--- src/rtl/vxr_pkg.sv ---
package vxr_pkg;

  typedef enum logic [1:0] {
    RX_IDLE = 2'd0,
    RX_ADDR = 2'd1,
    RX_DATA = 2'd2,
    RX_SKIP = 2'd3
  } rx_state_t;

  typedef struct packed {
    logic       hit;
    logic [2:0] idx;
  } dst_dec_t;

  // Destination code (routing byte [7:3]) to destination index.
  function automatic dst_dec_t decode_dst(input logic [4:0] code);
    dst_dec_t d;
    d.hit = 1'b1;
    d.idx = 3'd0;
    case (code)
      5'b00000: d.idx = 3'd0;
      5'b00100: d.idx = 3'd1;
      5'b00010: d.idx = 3'd2;
      5'b00001: d.idx = 3'd3;
      5'b00101: d.idx = 3'd4;
      5'b00011: d.idx = 3'd5;
      default:  d.hit = 1'b0;
    endcase
    return d;
  endfunction

endpackage

--- src/rtl/vxr_sync.sv ---
module vxr_sync #(
  parameter int         W       = 2,
  parameter int         STAGES  = 2,
  parameter logic [W-1:0] RST_VAL = '1
) (
  input  logic         clk,
  input  logic         rst,
  input  logic [W-1:0] d_i,
  output logic [W-1:0] q_o
);

  logic [W-1:0] stg [STAGES];

  always_ff @(posedge clk) begin
    if (rst) stg[0] <= RST_VAL;
    else     stg[0] <= d_i;
  end

  for (genvar s = 1; s < STAGES; s++) begin : g_stage
    always_ff @(posedge clk) begin
      if (rst) stg[s] <= RST_VAL;
      else     stg[s] <= stg[s-1];
    end
  end

  assign q_o = stg[STAGES-1];

endmodule

--- src/rtl/vxr_i2c_rx.sv ---
module vxr_i2c_rx
  import vxr_pkg::*;
#(
  parameter logic [7:0] ADDR_LO = 8'h86,
  parameter logic [7:0] ADDR_HI = 8'h06
) (
  input  logic       clk,
  input  logic       rst,
  input  logic       scl_s,
  input  logic       sda_s,
  input  logic       strap,
  output logic       sda_oe,
  output logic       byte_stb,
  output logic [7:0] byte_q
);

  localparam logic [3:0] ACK_SLOT = 4'd8;

  rx_state_t  state;
  logic [3:0] cnt;
  logic [7:0] shreg;
  logic       scl_q, sda_q;
  logic       scl_rise, scl_fall, start_det, stop_det;
  logic [7:0] my_addr;

  assign my_addr   = strap ? ADDR_HI : ADDR_LO;
  assign scl_rise  = scl_s & ~scl_q;
  assign scl_fall  = ~scl_s & scl_q;
  assign start_det = scl_s & scl_q & sda_q & ~sda_s;
  assign stop_det  = scl_s & scl_q & ~sda_q & sda_s;
  assign byte_q    = shreg;

  always_ff @(posedge clk) begin
    if (rst) begin
      scl_q <= 1'b1;
      sda_q <= 1'b1;
    end else begin
      scl_q <= scl_s;
      sda_q <= sda_s;
    end
  end

  always_ff @(posedge clk) begin
    if (rst) begin
      state    <= RX_IDLE;
      cnt      <= '0;
      shreg    <= '0;
      sda_oe   <= 1'b0;
      byte_stb <= 1'b0;
    end else begin
      byte_stb <= 1'b0;
      if (start_det) begin
        state  <= RX_ADDR;
        cnt    <= '0;
        sda_oe <= 1'b0;
      end else if (stop_det) begin
        state  <= RX_IDLE;
        cnt    <= '0;
        sda_oe <= 1'b0;
      end else if (state == RX_ADDR || state == RX_DATA) begin
        if (scl_rise) begin
          if (cnt != ACK_SLOT) begin
            shreg <= {shreg[6:0], sda_s};
            cnt   <= cnt + 4'd1;
          end else begin
            cnt <= '0;
            if (sda_oe && state == RX_DATA) byte_stb <= 1'b1;
            if (sda_oe && state == RX_ADDR) state <= RX_DATA;
          end
        end
        if (scl_fall) begin
          if (cnt == ACK_SLOT) begin
            if (state == RX_DATA || shreg == my_addr) sda_oe <= 1'b1;
            else                                       state  <= RX_SKIP;
          end else if (cnt == 4'd0) begin
            sda_oe <= 1'b0;
          end
        end
      end
    end
  end


  ack_low_scl_chk: assert property (@(posedge clk) disable iff (rst)
    $rose(sda_oe) |-> !scl_s);


  skip_quiet_chk: assert property (@(posedge clk) disable iff (rst)
    (state == RX_SKIP) |-> !sda_oe);


  start_addr_chk: assert property (@(posedge clk) disable iff (rst)
    start_det |=> (state == RX_ADDR && cnt == 4'd0));


  stb_in_ack_chk: assert property (@(posedge clk) disable iff (rst)
    byte_stb |-> sda_oe);

endmodule

--- src/rtl/vxr_route_tbl.sv ---
module vxr_route_tbl
  import vxr_pkg::*;
#(
  parameter int N_OUT = 6,
  parameter int SEL_W = 3
) (
  input  logic                   clk,
  input  logic                   rst,
  input  logic                   wr_stb,
  input  logic [7:0]             wr_byte,
  output logic [N_OUT*SEL_W-1:0] sel_o,
  output logic [N_OUT-1:0]       valid_o
);

  dst_dec_t dec;
  assign dec = decode_dst(wr_byte[7:3]);

  for (genvar i = 0; i < N_OUT; i++) begin : g_dst
    logic hit_i;
    assign hit_i = wr_stb && dec.hit && (int'(dec.idx) == i);

    always_ff @(posedge clk) begin
      if (rst) begin
        sel_o[i*SEL_W +: SEL_W] <= '0;
        valid_o[i]              <= 1'b0;
      end else if (hit_i) begin
        sel_o[i*SEL_W +: SEL_W] <= wr_byte[SEL_W-1:0];
        valid_o[i]              <= 1'b1;
      end
    end


    valid_sticky_chk: assert property (@(posedge clk) disable iff (rst)
      valid_o[i] |=> valid_o[i]);
  end


  sel_hold_chk: assert property (@(posedge clk) disable iff (rst)
    !wr_stb |=> $stable(sel_o) && $stable(valid_o));


  one_new_chk: assert property (@(posedge clk) disable iff (rst)
    $countones(valid_o & ~$past(valid_o)) <= 1);

endmodule

--- src/rtl/vidx_route_ctrl.sv ---
module vidx_route_ctrl #(
  parameter int         N_IN        = 8,
  parameter int         N_OUT       = 6,
  parameter int         SYNC_STAGES = 2,
  parameter logic [7:0] ADDR_LO     = 8'h86,
  parameter logic [7:0] ADDR_HI     = 8'h06,
  localparam int        SEL_W       = $clog2(N_IN)
) (
  input  logic                   clk,
  input  logic                   rst,
  input  logic                   scl_i,
  input  logic                   sda_i,
  input  logic                   strap_i,
  output logic                   sda_oe_o,
  output logic [N_OUT*SEL_W-1:0] sel_o,
  output logic [N_OUT-1:0]       valid_o
);

  logic [1:0] bus_s;
  logic       wr_stb;
  logic [7:0] wr_byte;

  vxr_sync #(.W(2), .STAGES(SYNC_STAGES), .RST_VAL(2'b11)) u_sync (
    .clk (clk),
    .rst (rst),
    .d_i ({scl_i, sda_i}),
    .q_o (bus_s)
  );

  vxr_i2c_rx #(.ADDR_LO(ADDR_LO), .ADDR_HI(ADDR_HI)) u_rx (
    .clk      (clk),
    .rst      (rst),
    .scl_s    (bus_s[1]),
    .sda_s    (bus_s[0]),
    .strap    (strap_i),
    .sda_oe   (sda_oe_o),
    .byte_stb (wr_stb),
    .byte_q   (wr_byte)
  );

  vxr_route_tbl #(.N_OUT(N_OUT), .SEL_W(SEL_W)) u_tbl (
    .clk     (clk),
    .rst     (rst),
    .wr_stb  (wr_stb),
    .wr_byte (wr_byte),
    .sel_o   (sel_o),
    .valid_o (valid_o)
  );

endmodule

--- config.mk ---
export PLATFORM = sky130hd
export DESIGN_NAME = vidx_route_ctrl
export DESIGN_NICKNAME = d
export VERILOG_FILES = /design/src/rtl/vxr_pkg.sv /design/src/rtl/vxr_sync.sv /design/src/rtl/vxr_i2c_rx.sv /design/src/rtl/vxr_route_tbl.sv /design/src/rtl/vidx_route_ctrl.sv
export SDC_FILE = /design/constraint.sdc
export NUM_CORES = 1
export LEC_CHECK = 0
export CORE_MARGIN = 1.5
export CORE_UTILIZATION = 47
export DETAILED_ROUTE_END_ITERATION = 7
export PLACE_DENSITY_LB_ADDON = 0.3
export SYNTH_ARGS = -nofsm -noshare
export SYNTH_HDL_FRONTEND = slang
export SYNTH_SLANG_ARGS = --single-unit
export TNS_END_PERCENT = 100
--- constraint.sdc ---
create_clock -name clk -period 1.75 [get_ports clk]
set_input_delay 0.35 -clock clk [delete_from_list [all_inputs] [get_ports clk]]
set_output_delay 0.35 -clock clk [all_outputs]
set_load 0.005 [all_outputs]
==> results.yml <==
clock_tree:
  clock_latency_ps: 290
  tritoncts: "built"
  cts.clk_slew.worst_paths_ps: 80
  cts.hold.buffers_added: 0
  cts_sinks: 46
  h-tree-depth: 2
  cts_buffers: 5
  root_buffer: "clkbuf_8"
  clockBufferDepth: 2
worst_setup_path:
  r2r_slack_ps: 110
  worst-setup-path-type: "reg2reg"
  cp-end-kind: "register"
  r2r.worst_path.cells: 7
  crit_fanout: 8
  r2r-start: "u_rx.state[0]"
  arrival_ps: 1830
  crit_path_start_kind: "register"
  r2r-end: "u_rx.byte_q[1]"
  critPathRequiredTime_ps: 1940
logic_synthesis:
  synth_top_family_by_area: "simple AND/OR/NAND/NOR gates"
  async_reset_ff_share_pct: 0
  synth_area_leader_cell: "dfxtp_1"
  synth_area_leaders: "dfxtp_1, mux2i_1, nor2_1"
  synthAdderAreaFrac_pct: 2.73
  ys_types: 37
  synthesis.nets: 201
  synthXorXnorAreaFrac_pct: 0.955
  avgSynthCellArea_sq_um: 9.55
  yosysWarningCount: 0
  netlist_top_cells_count: "dfxtp_1, nor2_1, mux2i_1"
  synth_cells: 192
  synth_edf_count: 0
  muxShareOfSynthArea_pct: 13.2
  synth_compound_area_share_pct: 7.84
  synth.most_common_cell: "dfxtp_1"
  synth_ff_type: "dfxtp_1"
  yosysTopAreaCellShare_pct: 50.2
  synth_area_sq_um: 1830
  yosysSeqAreaShare_pct: 50.2
  ys_ff_latch: 46
  synthSimpleGateAreaFrac_pct: 20.7
floorplan:
  rows: 22
  start_util_pct: 49.4
  fp.dieW_um: 65.5
  die_y_um: 65.5
  design.core.area_sq_um: 3720
  die_area_sq_um: 4290
  ios: 30
placement:
  dp_cells: 270
  place_ws_ps: -125
  hpwl_mm: 2.36
  gp_routability_congestion: 0.730
  io_buffers: 29
routing:
  drtIter0Drc: 73
  viasPerCell: 5.06
  vias: 1413
  wl_per_cell_um: 12.4
  dr.pass1.iters: 4
  drcViolationCount: 0
  ant_nets: 0
  drt_wl_total_mm: 3.46
sta:
  timing.hold.ws_ps: 413
  setup_ws_ps: 111
  tightest_slew_ps: 606
  fmax_mhz: 610
  max-slew-margin-rel_pct: 59.5
  slew_viol_final: 0
  hold_violations: 0
  fin_crit_ps: 1640
  final_min_period_over_clock_period_pct: 93.7
  finalSetupViolations: 0
  finClkSkew_ps: 2.34
grt:
  antenna_found_initial: 0
  grt_pass1_vias: 1319
  grt_start_max_net_pins: 40
  grt_pass1_wl_mm: 5.79
  grt_overflow: 0
  track_usage_pct: 17.5
worst_hold_path:
  min_to: "u_sync.stg[1][0]"
  hold_path.startpoint: "u_sync.stg[0][0]"
  hold_depth: 1
  hold_path_class: "reg2reg"
layout:
  area_delta_synth_final_pct: 29.2
  diodes: 0
  layout-drive-gt1-share_pct: 14.7
  fill_cells: 332
  utilization_pct: 63.8
  final_cells: 279
  nNetsFinal: 239
pwr:
  power_per_cell_area_nw_per_um2: 815
  power.leakage_nw: 0.981
  ir_worst_vdd_uv: 629
  power.total_w: 0.00193
run_status:
  status: "finished clean"
flow_run:
  drv_cap: 0
## state kept, by name (all words and copies together), names as in the netlist
signal and cells:
u_tbl.valid_o 6, u_rx.byte_stb 1, u_sync.stg 4, u_tbl.sel_o 18, u_rx.sda_q 1, u_rx.scl_q 1, u_rx.sda_oe 1, u_rx.byte_q 8
u_rx.state 2, u_rx.cnt 4
## worst max path at each step
| stage | slack [ps] | startpoint | cells past startpoint | to |
|---|---|---|---|---|
| finish | 110 | u_rx.state[0] | 7 | u_rx.byte_q[1] |
| global route | -20 | u_rx.state[0] | 7 | u_rx.byte_q[1] |
| CTS | 60 | u_rx.state[0] | 7 | u_rx.byte_q[1] |
| detailed placement | -120 | strap_i | 5 | u_rx.state[0] |
| global placement | -70 | strap_i | 5 | u_rx.sda_oe |
| floorplan | 7 | u_rx.state[0] | 7 | u_rx.cnt[0] |
## through the flow
step	TNS (ps)	instance area (sq um)
final	0	2370
after global routing	-31.3	2370
after CTS	0	2360
after detailed placement	-307	2250
after global placement	-78.1	2250
after floorplan	0	1840
## cell type report
| type | count | area, sq um | area share (%) |
|---|---|---|---|
| Clock buffer | 6 | 72.6 | 3.06 |
| Clock inverter | 2 | 37.5 | 1.58 |
| Inverter | 9 | 33.8 | 1.43 |
| Multi-Input combinational cell | 126 | 842 | 35.5 |
| Sequential cell | 46 | 923 | 39.0 |
| Tap cell | 48 | 60.1 | 2.53 |
| Timing Repair Buffer | 42 | 400 | 16.9 |
## placed cells by master (no fill, tap or decap), drive strengths merged, types with 5 or more instances in the layout
| cell | Yosys | final |
|---|---|---|
| a21oi | 10 | 10 |
| buf | 5 | 13 |
| clkbuf | 6 | 6 |
| clkdlybuf4s50 | 0 | 29 |
| dfxtp | 46 | 46 |
| inv | 9 | 9 |
| mux2i | 23 | 23 |
| nand2 | 10 | 10 |
| nand3 | 5 | 5 |
| nor2 | 33 | 33 |
| or2 | 6 | 6 |
## critical path, cell delays in order (launching register included)
cell,delay [ps]
dfxtp_2,360
inv_1,60
ha_1,330
nor3b_4,240
nand2b_1,110
buf_4,190
mux2i_2,180
nor2_1,60
## routing by layer
metal / GRT usage (%) / wire length, um / vias up
li1: - / - / 733
met1: 21.3 / 1700 / 659
met2: 29.6 / 1620 / 19
met3: 5.14 / 126 / 2
met4: 5.47 / 16 / 0
met5: 0 / 0 / -
## logic make-up after synthesis
kind of cell | after synthesis
and+or+nand+nor | 74
DFF | 46
muxes | 24
AOI/OAI and AO/OA | 22
buffers and inverters | 20
adders and majority gates | 4
xor gates and xnor gates | 2
## power breakdown
group          switching [W]  leakage [nW]  internal, W
registers         0.00000909         0.373      0.00106
logic              0.0000479         0.557    0.0000461
clock network       0.000347        0.0514     0.000426
total               0.000404         0.981      0.00153
## timing repair
action	CTS	global route
buffers inserted	0	1
endpoints found under the setup margin	0	11
gates resized for setup	0	3
endpoints found under the hold margin	0	0
Note: power is estimated with default switching activity, not from simulation.
